--- src/rtl/fe_cfg_pkg.sv ---
package fe_cfg_pkg;

    localparam int WORD_W   = 24;
    localparam int ADDR_W   = 8;
    localparam int DATA_W   = 16;
    localparam int BITCNT_W = 5;
    localparam int PC_W     = 5;

    typedef enum logic [2:0] {
        OP_WRITE      = 3'd0,
        OP_WAIT_LONG  = 3'd1,
        OP_WAIT_SHORT = 3'd2,
        OP_TRIG       = 3'd3,
        OP_END        = 3'd4
    } op_e;

    typedef struct packed {
        op_e                op;
        logic [WORD_W-1:0]  word;
    } step_t;

    typedef struct packed {
        logic               bank;
        logic [ADDR_W-1:0]  addr;
        logic [DATA_W-1:0]  data;
    } rt_req_t;

    typedef enum logic [1:0] {
        TX_IDLE  = 2'd0,
        TX_SHIFT = 2'd1,
        TX_GAP   = 2'd2
    } tx_state_e;

    typedef enum logic [3:0] {
        SQ_RST     = 4'd0,
        SQ_HOLD    = 4'd1,
        SQ_FETCH   = 4'd2,
        SQ_SEND    = 4'd3,
        SQ_WAIT    = 4'd4,
        SQ_TRIG    = 4'd5,
        SQ_READY   = 4'd6,
        SQ_RT_BANK = 4'd7,
        SQ_RT_DATA = 4'd8
    } sq_state_e;

    function automatic int lmax(input int a, input int b);
        return (a > b) ? a : b;
    endfunction

    function automatic logic [WORD_W-1:0] bank_word(input logic bank);
        return bank ? 24'h00_0010 : 24'h00_0000;
    endfunction

    function automatic step_t wr(input logic [WORD_W-1:0] w);
        step_t s;
        s.op   = OP_WRITE;
        s.word = w;
        return s;
    endfunction

    function automatic step_t ctl(input op_e o);
        step_t s;
        s.op   = o;
        s.word = '0;
        return s;
    endfunction

    // Boot script: writes interleaved with timed steps.
    function automatic step_t script_step(input logic [PC_W-1:0] idx);
        case (idx)
            5'd0:    return wr(24'h00_0000);
            5'd1:    return wr(24'h03_0010);
            5'd2:    return wr(24'hD1_0007);
            5'd3:    return wr(24'hD4_0001);
            5'd4:    return ctl(OP_WAIT_LONG);
            5'd5:    return wr(24'h41_8000);
            5'd6:    return wr(24'h42_8000);
            5'd7:    return ctl(OP_WAIT_SHORT);
            5'd8:    return wr(24'h41_0000);
            5'd9:    return wr(24'h42_0000);
            5'd10:   return wr(24'h01_0000);
            5'd11:   return wr(24'h04_0010);
            5'd12:   return ctl(OP_TRIG);
            5'd13:   return wr(24'h03_0010);
            5'd14:   return wr(24'h02_0100);
            5'd15:   return wr(24'h02_0080);
            5'd16:   return wr(24'h15_0009);
            5'd17:   return wr(24'h21_0009);
            5'd18:   return wr(24'h2D_0009);
            5'd19:   return wr(24'h39_0009);
            5'd20:   return wr(24'hC7_0000);
            5'd21:   return wr(24'h02_0380);
            5'd22:   return wr(24'h02_0000);
            default: return ctl(OP_END);
        endcase
    endfunction

endpackage

--- src/rtl/fe_cfg_script_rom.sv ---
module fe_cfg_script_rom
    import fe_cfg_pkg::*;
(
    input  logic [PC_W-1:0] idx,
    output step_t           step
);
    always_comb begin
        step = script_step(idx);
    end
endmodule

--- src/rtl/fe_cfg_timer.sv ---
module fe_cfg_timer #(
    parameter int CNT_W = 16,
    parameter int INIT  = 0
) (
    input  logic             clk,
    input  logic             rst,
    input  logic             load,
    input  logic [CNT_W-1:0] len,
    output logic             zero
);
    logic [CNT_W-1:0] cnt;

    always_ff @(posedge clk) begin
        if (rst) begin
            cnt <= CNT_W'(INIT);
        end else if (load) begin
            cnt <= len;
        end else if (cnt != '0) begin
            cnt <= cnt - 1'b1;
        end
    end

    assign zero = (cnt == '0);
endmodule

--- src/rtl/fe_cfg_spi_tx.sv ---
module fe_cfg_spi_tx
    import fe_cfg_pkg::*;
#(
    parameter int CLK_DIV = 2
) (
    input  logic              clk,
    input  logic              rst,
    input  logic              start,
    input  logic [WORD_W-1:0] word,
    output logic              done,
    output logic              sclk,
    output logic              sen,
    output logic              sdata
);
    localparam int GAP_LEN = 2 * CLK_DIV;
    localparam int GAP_W   = $clog2(GAP_LEN + 1);

    tx_state_e           st;
    logic [GAP_W-1:0]    cnt;
    logic                sclk_q;
    logic [WORD_W-1:0]   sh;
    logic [BITCNT_W-1:0] bits_left;
    logic                half_end;

    assign half_end = (cnt == GAP_W'(CLK_DIV - 1));
    assign done     = (st == TX_GAP) && (cnt == GAP_W'(GAP_LEN - 1));

    always_ff @(posedge clk) begin
        if (rst) begin
            st        <= TX_IDLE;
            cnt       <= '0;
            sclk_q    <= 1'b0;
            sh        <= '0;
            bits_left <= '0;
        end else if (start && (st == TX_IDLE || done)) begin
            st        <= TX_SHIFT;
            cnt       <= '0;
            sclk_q    <= 1'b0;
            sh        <= word;
            bits_left <= BITCNT_W'(WORD_W - 1);
        end else begin
            case (st)
                TX_SHIFT: begin
                    if (half_end) begin
                        cnt <= '0;
                        if (!sclk_q) begin
                            sclk_q <= 1'b1;
                        end else begin
                            sclk_q <= 1'b0;
                            if (bits_left == '0) begin
                                st <= TX_GAP;
                            end else begin
                                bits_left <= bits_left - 1'b1;
                                sh        <= {sh[WORD_W-2:0], 1'b0};
                            end
                        end
                    end else begin
                        cnt <= cnt + 1'b1;
                    end
                end
                TX_GAP: begin
                    if (done) begin
                        st  <= TX_IDLE;
                        cnt <= '0;
                    end else begin
                        cnt <= cnt + 1'b1;
                    end
                end
                default: begin
                    cnt <= '0;
                end
            endcase
        end
    end

    assign sclk  = sclk_q;
    assign sen   = (st != TX_SHIFT);
    assign sdata = sh[WORD_W-1];
endmodule

--- src/rtl/fe_cfg_sequencer.sv ---
module fe_cfg_sequencer
    import fe_cfg_pkg::*;
#(
    parameter int CLK_DIV       = 2,
    parameter int RST_CYC       = 10,
    parameter int HOLD_CYC      = 10,
    parameter int PLL_WAIT_CYC  = 10000,
    parameter int LOCK_WAIT_CYC = 1000,
    parameter int TRIG_CYC      = 3
) (
    input  logic              clk,
    input  logic              rst,
    output logic              spi_sclk,
    output logic              spi_sen,
    output logic              spi_sdata,
    output logic              fe_rst,
    output logic              fe_trig,
    output logic              init_done,
    input  logic              req,
    input  logic              req_bank,
    input  logic [ADDR_W-1:0] req_addr,
    input  logic [DATA_W-1:0] req_data,
    output logic              ack
);
    localparam int MAX_LEN = lmax(lmax(lmax(RST_CYC, HOLD_CYC), lmax(PLL_WAIT_CYC, LOCK_WAIT_CYC)), TRIG_CYC);
    localparam int CNT_W   = $clog2(MAX_LEN + 1);

    sq_state_e         st, st_n;
    logic [PC_W-1:0]   pc, pc_n;
    rt_req_t           rt_q, rt_n;
    logic              done_q, done_n;
    logic              ack_q, ack_n;

    step_t             step;
    logic              tmr_load;
    logic [CNT_W-1:0]  tmr_len;
    logic              tmr_zero;
    logic              tx_start;
    logic [WORD_W-1:0] tx_word;
    logic              tx_done;

    fe_cfg_script_rom u_rom (
        .idx  (pc),
        .step (step)
    );

    fe_cfg_timer #(
        .CNT_W (CNT_W),
        .INIT  (RST_CYC - 1)
    ) u_tmr (
        .clk  (clk),
        .rst  (rst),
        .load (tmr_load),
        .len  (tmr_len),
        .zero (tmr_zero)
    );

    fe_cfg_spi_tx #(
        .CLK_DIV (CLK_DIV)
    ) u_tx (
        .clk   (clk),
        .rst   (rst),
        .start (tx_start),
        .word  (tx_word),
        .done  (tx_done),
        .sclk  (spi_sclk),
        .sen   (spi_sen),
        .sdata (spi_sdata)
    );

    always_comb begin
        st_n     = st;
        pc_n     = pc;
        rt_n     = rt_q;
        done_n   = done_q;
        ack_n    = 1'b0;
        tmr_load = 1'b0;
        tmr_len  = '0;
        tx_start = 1'b0;
        tx_word  = '0;
        case (st)
            SQ_RST: begin
                if (tmr_zero) begin
                    tmr_load = 1'b1;
                    tmr_len  = CNT_W'(HOLD_CYC - 1);
                    st_n     = SQ_HOLD;
                end
            end
            SQ_HOLD: begin
                if (tmr_zero) begin
                    st_n = SQ_FETCH;
                end
            end
            SQ_FETCH: begin
                pc_n = pc + 1'b1;
                case (step.op)
                    OP_WRITE: begin
                        tx_start = 1'b1;
                        tx_word  = step.word;
                        st_n     = SQ_SEND;
                    end
                    OP_WAIT_LONG: begin
                        tmr_load = 1'b1;
                        tmr_len  = CNT_W'(PLL_WAIT_CYC - 1);
                        st_n     = SQ_WAIT;
                    end
                    OP_WAIT_SHORT: begin
                        tmr_load = 1'b1;
                        tmr_len  = CNT_W'(LOCK_WAIT_CYC - 1);
                        st_n     = SQ_WAIT;
                    end
                    OP_TRIG: begin
                        tmr_load = 1'b1;
                        tmr_len  = CNT_W'(TRIG_CYC - 1);
                        st_n     = SQ_TRIG;
                    end
                    default: begin
                        pc_n   = pc;
                        done_n = 1'b1;
                        st_n   = SQ_READY;
                    end
                endcase
            end
            SQ_SEND: begin
                if (tx_done) begin
                    st_n = SQ_FETCH;
                end
            end
            SQ_WAIT, SQ_TRIG: begin
                if (tmr_zero) begin
                    st_n = SQ_FETCH;
                end
            end
            SQ_READY: begin
                if (req) begin
                    rt_n.bank = req_bank;
                    rt_n.addr = req_addr;
                    rt_n.data = req_data;
                    ack_n     = 1'b1;
                    tx_start  = 1'b1;
                    tx_word   = bank_word(req_bank);
                    st_n      = SQ_RT_BANK;
                end
            end
            SQ_RT_BANK: begin
                if (tx_done) begin
                    tx_start = 1'b1;
                    tx_word  = {rt_q.addr, rt_q.data};
                    st_n     = SQ_RT_DATA;
                end
            end
            SQ_RT_DATA: begin
                if (tx_done) begin
                    st_n = SQ_READY;
                end
            end
            default: begin
                st_n = SQ_RST;
            end
        endcase
    end

    always_ff @(posedge clk) begin
        if (rst) begin
            st     <= SQ_RST;
            pc     <= '0;
            rt_q   <= '0;
            done_q <= 1'b0;
            ack_q  <= 1'b0;
        end else begin
            st     <= st_n;
            pc     <= pc_n;
            rt_q   <= rt_n;
            done_q <= done_n;
            ack_q  <= ack_n;
        end
    end

    assign fe_rst    = (st == SQ_RST);
    assign fe_trig   = (st == SQ_TRIG);
    assign init_done = done_q;
    assign ack       = ack_q;
endmodule

--- config.mk ---
export PLATFORM = sky130hd
export DESIGN_NAME = fe_cfg_sequencer
export DESIGN_NICKNAME = d
export VERILOG_FILES = /design/src/rtl/fe_cfg_pkg.sv /design/src/rtl/fe_cfg_script_rom.sv /design/src/rtl/fe_cfg_timer.sv /design/src/rtl/fe_cfg_spi_tx.sv /design/src/rtl/fe_cfg_sequencer.sv
export SDC_FILE = /design/constraint.sdc
export NUM_CORES = 1
export LEC_CHECK = 0
export BUFFER_PORTS_ARGS = -buffer_cell sky130_fd_sc_hd__buf_2
export CORE_MARGIN = 2
export CORE_UTILIZATION = 50
export CTS_CLUSTER_SIZE = 8
export DETAILED_ROUTE_END_ITERATION = 10
export PLACE_DENSITY = 0.71
export SLEW_MARGIN = 5
export SYNTH_ARGS = -nofsm -noshare
export SYNTH_HDL_FRONTEND = slang
export SYNTH_HIERARCHICAL = 1
export SYNTH_SLANG_ARGS = --single-unit
--- constraint.sdc ---
create_clock -name clk -period 2.85 [get_ports clk]
set_input_delay 0 -clock clk [delete_from_list [all_inputs] [get_ports clk]]
set_output_delay 0 -clock clk [all_outputs]
set_load 0.05 [all_outputs]
* After elaboration in Yosys (flattened, before gate mapping)
Memories as Yosys holds them, arrays and structs flattened. A register that Yosys moved wholly into a read port is not among the register bits.
Index checks and enable logic that the tools add are counted.
** Operators by class
- Muxes and demuxes :: 47
- Bitwise operators :: 3
- Equal/unequal tests :: 31
- Add/sub/neg operators :: 4
- Div/mod/pow operators :: 0
- Reductions and logical operators :: 30
- $mul :: 0
- Shifts and indexed selects :: 0
- Magnitude comparators :: 0
** Operators with widths (count)
- 24-bit two-way mux :: 7
- 24-bit one-hot mux with 3 select lines :: 1
- 5-bit two-way mux :: 9
- 14-bit one-hot mux with 3 select lines :: 1
- 14-bit two-way mux :: 2
- 4-bit two-way mux :: 7
- 14-bit one-hot mux with 2 select lines :: 1
- 4-bit one-hot mux with 7 select lines :: 1
- 2-bit by 1-bit != test with 1-bit output (second input constant) :: 11
- 4-bit by 3-bit == test with 1-bit output (second input constant) :: 4
- 14-bit zero test :: 1
- 14-bit nonzero test :: 1
- 14-bit by 1-bit subtractor with 14-bit output (second input constant) :: 1
- 5-bit AND reduction :: 2
- 2-bit nonzero test :: 5
- 3-bit by 2-bit == test with 1-bit output (second input constant) :: 3
- 3-bit by 1-bit != test with 1-bit output (second input constant) :: 3
- 3-bit one-hot mux with 3 select lines :: 1
- 4-bit by 2-bit == test with 1-bit output (second input constant) :: 2
- 2-bit two-way mux :: 4
- 2-bit AND reduction :: 4
- 4-bit AND reduction :: 2
- 1-bit two-way mux :: 7
- 3-bit by 1-bit == test with 1-bit output (second input constant) :: 2
- 26 further kinds :: 33
** Word-level totals
- Bits in read-only memories :: 640
- Word-level logic and storage cells :: 130
- RAM bits :: 0
- Bits in registers :: 84
- Bits in latches :: 0
- Memories :: 1
- Output and inout port bits :: 7
** Memories
- (no name shown) :: depth 32, width 20, rd ports 1, clocked after memory_dff 1, wr ports 0, RTL line fe_cfg_pkg.sv:70 : case (idx)

* Longest topological paths before layout
- Depth after elaboration :: 7
- Mapped depth :: 11
- Gate-level depth less buffers :: 10

* By module
Netlist, hierarchy kept.
** By module, submodules not included
- fe_cfg_sequencer :: times used 1, area each 1795.5 µm², cells each 224, seq. area each 700.7 µm²
- fe_cfg_spi_tx :: times used 1, area each 1661.6 µm², cells each 200, seq. area each 700.7 µm²
- fe_cfg_timer :: times used 1, area each 860.8 µm², cells each 99, seq. area each 280.3 µm²
- fe_cfg_script_rom :: times used 1, area each 524.3 µm², cells each 74, seq. area each 0.0 µm²

* Worst setup path after synthesis
No wires, ideal clock.
- Path type :: register -> register
- From :: reg, netlist name st[2]
- To :: reg u_tmr.cnt[7]
- Setup slack :: -439 ps
- Required time :: 2707 ps
- Period minus slack after synthesis :: 3289 ps
- Library setup time :: 143 ps
- Arrival :: 3146 ps
- Cell stages (with the launch flop) :: 8
- Path through :: dfxtp_1 buf_2 nor4_1 nand2_1 o21ai_1 buf_2 buf_1 a221oi_1
** RTL lines
- end signal: assignment :: RTL line fe_cfg_timer.sv:15 : cnt <= CNT_W'(INIT);
- end signal: assignment :: RTL line fe_cfg_timer.sv:17 : cnt <= len;
- end signal: assignment :: RTL line fe_cfg_timer.sv:19 : cnt <= cnt - 1'b1;
- end: declaration :: RTL line fe_cfg_timer.sv:11 : logic [CNT_W-1:0] cnt;

==> impl_metrics.csv <==
group,metric,value,unit
place,placement.setup.worst_slack,0.104,ns
worst_setup_path,path_depth,9,
pwr,power_density,647,nW/µm²
synth,synth_flop_cell,"sky130_fd_sc_hd__dfxtp_1",
synth,yosys_warnings,6,
pwr,power.leakage,2.09,nW
worst_setup_path,critical-path-max-stage-delay,0.45,ns
worst_setup_path,critical_path.top_delay_family,"simple AND/OR/NAND/NOR gates",
timing,relSlewSlack,40.9,%
drt,routed_wire_length_per_instance,14.5,µm
worst_setup_path,crit-reg2reg-launch,"pc[0]",
min_path,hold_path_class,"in2reg",
timing,fin_setup_tns,0,ns
run_status,run_status,"finished, final reports clean",
global_route,global_route_wire_length_before_repair,18500,µm
global_route,globalRouteOverflowTotal,0,
layout,num_antenna_cells,0,
timing,final-setup-viol-count,0,
global_route,number_of_global_route_vias_before_repair,3898,
synth,seq_total_area_yosys,34.7,%
timing,fmax,0.374,GHz
layout,fin_nets,687,
drt,drt.antenna.violating_nets,0,
floorplanning,floorplan.initialDensity,51.9,%
worst_setup_path,worst-path-buf-inv,1,
synth,synth.top_cell.area_share,34.7,%
cts,htree_num_levels,3,
worst_setup_path,worst_setup_path_end_kind,"flip-flop",
synth,synth_adder_area_share,4.13,%
synth,postSynth.asyncResetShare,0,%
layout,area_delta_synth_final,15.0,%
run,max_cap_violations,0,
cts,clk_latency,0.36,ns
synth,area_share_of_xor_xnor_cells_in_the_synthesized_design,2.71,%
drt,via_count,4371,
cts,clockBufferDepth,2,
place,place.detailed.hpwl,7450,µm
worst_setup_path,timing.critical_path.cells,"ha_1 > mux2i_1 > nor3b_2 > nor4_4 > or3_1 > o21ai_4 > buf_4 > nor2_1 > a311oi_1",
place,detailed_place.area,5060,µm²
global_route,grt_max_degree,47,
place,gp_congestion,0.848,
worst_setup_path,critical_path_required,3.11,ns
synth,postSynthCellCount,597,
timing,worstMarginPinSlew,0.887,ns
floorplanning,floorplan.io_pins,35,
timing,hold_viol,0,
timing,finalCriticalPeriod,2.67,ns
pwr,peakVddDrop,0.276,mV
place,io_buffer_count,34,
worst_setup_path,r2r_setup_slack,0.18,ns
worst_setup_path,timing_worst_setup_path_type,"reg2reg",
floorplanning,fp.dieH,102,µm
drt,detail_route.wirelength,11300,µm
drt,routed_via_density,5.63,
synth,synth.area.mux_share,1.83,%
timing,fin_hold_ws,0.202,ns
worst_setup_path,crit_arrival,2.93,ns
min_path,worst_hold_startpoint,"req_bank",
timing,grt_setup_unrepaired,"false",
worst_setup_path,startpoint,"pc[0]",
timing,final_clock_period_utilization_by_the_worst_path,93.7,%
synth,synth.area.top_cells,"sky130_fd_sc_hd__dfxtp_1, sky130_fd_sc_hd__nand2_1, sky130_fd_sc_hd__a22o_1",
floorplanning,chipWidth,102,µm
worst_setup_path,start_kind,"flip-flop",
synth,synth_top_cell_by_area,"sky130_fd_sc_hd__dfxtp_1",
synth,syn-cell-area,4840,µm²
global_route,grt_use_total,22.1,%
synth,netlist-cell-type-count,78,
cts,clk_pin_slew_worst_paths,0.09,ns
cts,clock-root-buffer,"sky130_fd_sc_hd__clkbuf_8",
pwr,power,3.60,mW
drt,drt-pass1-iter-count,5,
cts,cts_inserted_buffers,9,
layout,layout-drive-gt1-share,16.5,%
layout,fin_area,5570,µm²
drt,drt_first_iter_violations,286,
floorplanning,dieArea,10500,µm²
floorplanning,placementRows,35,
global_route,number_of_antenna_violations_at_the_first_check_in_global_routing,0,
timing,final-max-slew-violation-count,0,
synth,average_size_of_a_mapped_cell,8.11,µm²
floorplanning,core_area,9330,µm²
cts,post-cts-setup-buffer-count,0,
cts,cts_num_sinks,84,
worst_setup_path,worstRegToRegCells,9,
worst_setup_path,endpoint,"u_tx/sh[17]",
layout,num-fill-cells,812,
cts,tritoncts,"yes",
timing,post-route-worst-setup-slack,0.179,ns
timing,skew_final,0.0118,ns
drt,drc_errors,0,
worst_setup_path,reg2reg_to,"u_tx/sh[17]",
synth,synth-compound-area-share,21.9,%
worst_setup_path,critical_path_peak_fanout,20,
synth,synth-simple-area-share,26.2,%
worst_setup_path,crit_path_top_delay_cell,"sky130_fd_sc_hd__or3_1",
synth,yosys_register_bits,84,
synth,synth_top_family_by_area,"simple AND/OR/NAND/NOR gates",
synth,synth-edff-count,0,
layer usage:
| metal | part of all wire, % | track usage (%) | up-vias |
|---|---|---|---|
| met1 | 47 | 30.4 | 2061 |
| li1 | - | - | 2175 |
| met3 | 3.9 | 3.28 | 18 |
| met4 | 2.0 | 8.10 | 0 |
| met2 | 47 | 35.1 | 117 |
| met5 | 0 | 0 | - |
tightest hold or removal path: stages:
cell and delay, ns:
sky130_fd_sc_hd__buf_2 0.07, sky130_fd_sc_hd__a222oi_1 0.08, sky130_fd_sc_hd__inv_1 0.08, sky130_fd_sc_hd__nor2_1 0.05
sky130_fd_sc_hd__a311oi_1 0.23
cells in the final DEF (no fill, tap or decap), types with 3 or more instances in the layout:
cell                              n
sky130_fd_sc_hd__inv_1           21
sky130_fd_sc_hd__buf_4           20
sky130_fd_sc_hd__or3_1            5
sky130_fd_sc_hd__a22o_1          24
sky130_fd_sc_hd__ha_1            15
sky130_fd_sc_hd__o21ai_1          3
sky130_fd_sc_hd__clkbuf_8         9
sky130_fd_sc_hd__nor2_1          52
sky130_fd_sc_hd__nor3_2           3
sky130_fd_sc_hd__o21ai_0          8
sky130_fd_sc_hd__a31oi_1          3
sky130_fd_sc_hd__nand3_1          7
sky130_fd_sc_hd__a311oi_1        22
sky130_fd_sc_hd__mux2_2           3
sky130_fd_sc_hd__o211a_1          5
sky130_fd_sc_hd__nor4b_1          3
sky130_fd_sc_hd__o31ai_1          4
sky130_fd_sc_hd__nor2b_1          5
sky130_fd_sc_hd__nand2b_1        11
sky130_fd_sc_hd__dfxtp_1         84
sky130_fd_sc_hd__a21oi_1         37
sky130_fd_sc_hd__buf_2           34
sky130_fd_sc_hd__nor3b_1          4
sky130_fd_sc_hd__a21boi_1         3
sky130_fd_sc_hd__nand2_1        117
sky130_fd_sc_hd__nor4_1           6
sky130_fd_sc_hd__mux2i_1          4
sky130_fd_sc_hd__o21a_1           4
sky130_fd_sc_hd__dlygate4sd3_1   24
sky130_fd_sc_hd__bufinv_16        3
sky130_fd_sc_hd__xor2_1           4
sky130_fd_sc_hd__a22oi_1          4
sky130_fd_sc_hd__xnor2_1         11
sky130_fd_sc_hd__conb_1          10
sky130_fd_sc_hd__nor3_1          10
registers in the layout, summed over array words and instances, names as in the netlist:
| signal | cells |
|---|---|
| ack | 1 |
| st | 4 |
| pc | 5 |
| init_done | 1 |
| u_tx/cnt | 3 |
| u_tx/sh | 24 |
| u_tx/st | 2 |
| u_tx/bits_left | 5 |
| u_tmr/cnt | 14 |
| rt_q | 24 |
| u_tx/sclk | 1 |
cell families (layout without fill, tap and decap cells):
family,count (synthesis),in the layout
multiplexers,8,8
AND/OR/NAND/NOR,255,255
flip-flops,84,84
XOR/XNOR,15,15
other,2,10
adder cells (fa/ha/maj),16,16
AO/OA/AOI/OAI,142,142
buffers and inverters,75,118
synthesized netlist by cell type, types with 3 or more instances:
| cell type | instances |
|---|---|
| sky130_fd_sc_hd__nand2_1 | 117 |
| sky130_fd_sc_hd__dfxtp_1 | 84 |
| sky130_fd_sc_hd__nor2_1 | 53 |
| sky130_fd_sc_hd__a21oi_1 | 37 |
| sky130_fd_sc_hd__a22o_1 | 24 |
| sky130_fd_sc_hd__a311oi_1 | 22 |
| sky130_fd_sc_hd__inv_1 | 21 |
| sky130_fd_sc_hd__clkbuf_1 | 20 |
| sky130_fd_sc_hd__ha_1 | 16 |
| sky130_fd_sc_hd__buf_2 | 11 |
| sky130_fd_sc_hd__buf_4 | 11 |
| sky130_fd_sc_hd__nand2b_1 | 11 |
| sky130_fd_sc_hd__nor3_1 | 11 |
| sky130_fd_sc_hd__xnor2_1 | 11 |
| sky130_fd_sc_hd__buf_6 | 9 |
| sky130_fd_sc_hd__o21ai_0 | 8 |
| sky130_fd_sc_hd__nand3_1 | 7 |
| sky130_fd_sc_hd__nor4_1 | 7 |
| sky130_fd_sc_hd__nor2b_1 | 5 |
| sky130_fd_sc_hd__nor3b_1 | 5 |
| sky130_fd_sc_hd__o211a_1 | 5 |
| sky130_fd_sc_hd__o21ai_1 | 5 |
| sky130_fd_sc_hd__or3_1 | 5 |
| sky130_fd_sc_hd__a21boi_1 | 4 |
| sky130_fd_sc_hd__a22oi_1 | 4 |
| sky130_fd_sc_hd__mux2i_1 | 4 |
| sky130_fd_sc_hd__o21a_1 | 4 |
| sky130_fd_sc_hd__o31ai_1 | 4 |
| sky130_fd_sc_hd__xor2_1 | 4 |
| sky130_fd_sc_hd__a31oi_1 | 3 |
| sky130_fd_sc_hd__mux2_2 | 3 |
| sky130_fd_sc_hd__nor4b_1 | 3 |
worst min path at each step:
stage / endpoint / slack (ns) / depth (start not counted)
2_1_floorplan: rt_q[0] / 0.14 / 2
3_3_place_gp: rt_q[3] / 0.24 / 3
3_5_place_dp: rt_q[7] / 0.25 / 3
4_1_cts: u_tx/sh[4] / 0.19 / 5
5_1_grt: pc[2] / 0.27 / 2
6_report: u_tx/sh[4] / 0.20 / 5
where the power goes:
part	switching (mW)	total (mW)	internal, mW
sequential	0.164	1.51	1.34
combinational	0.602	1.06	0.460
clock	0.450	1.04	0.586
per-stage QoR:
step	util (%)	cells
floorplan	-	605
global placement	54.3	737
detailed placement	54.3	737
CTS	59.4	777
global route	59.7	777
finish	59.7	777
cell type report:
cell class              count  area, µm²  area share (%)
clock inverters             6        111            2.00
repair buffers             79        572            10.3
inverters                  23       86.3            1.55
well taps                 129        161            2.90
multi-input cells         446       2830            50.8
flip-flops and latches     84       1680            30.2
clock buffers              10        128            2.29
what timing repair did:
item                                    in CTS  in global routing
endpoints found under the hold margin       24                  0
endpoints found under the setup margin       0                 23
hold buffers                                24                  0
gates resized for setup                      0                  6
Note: power is estimated with default switching activity, not from simulation.
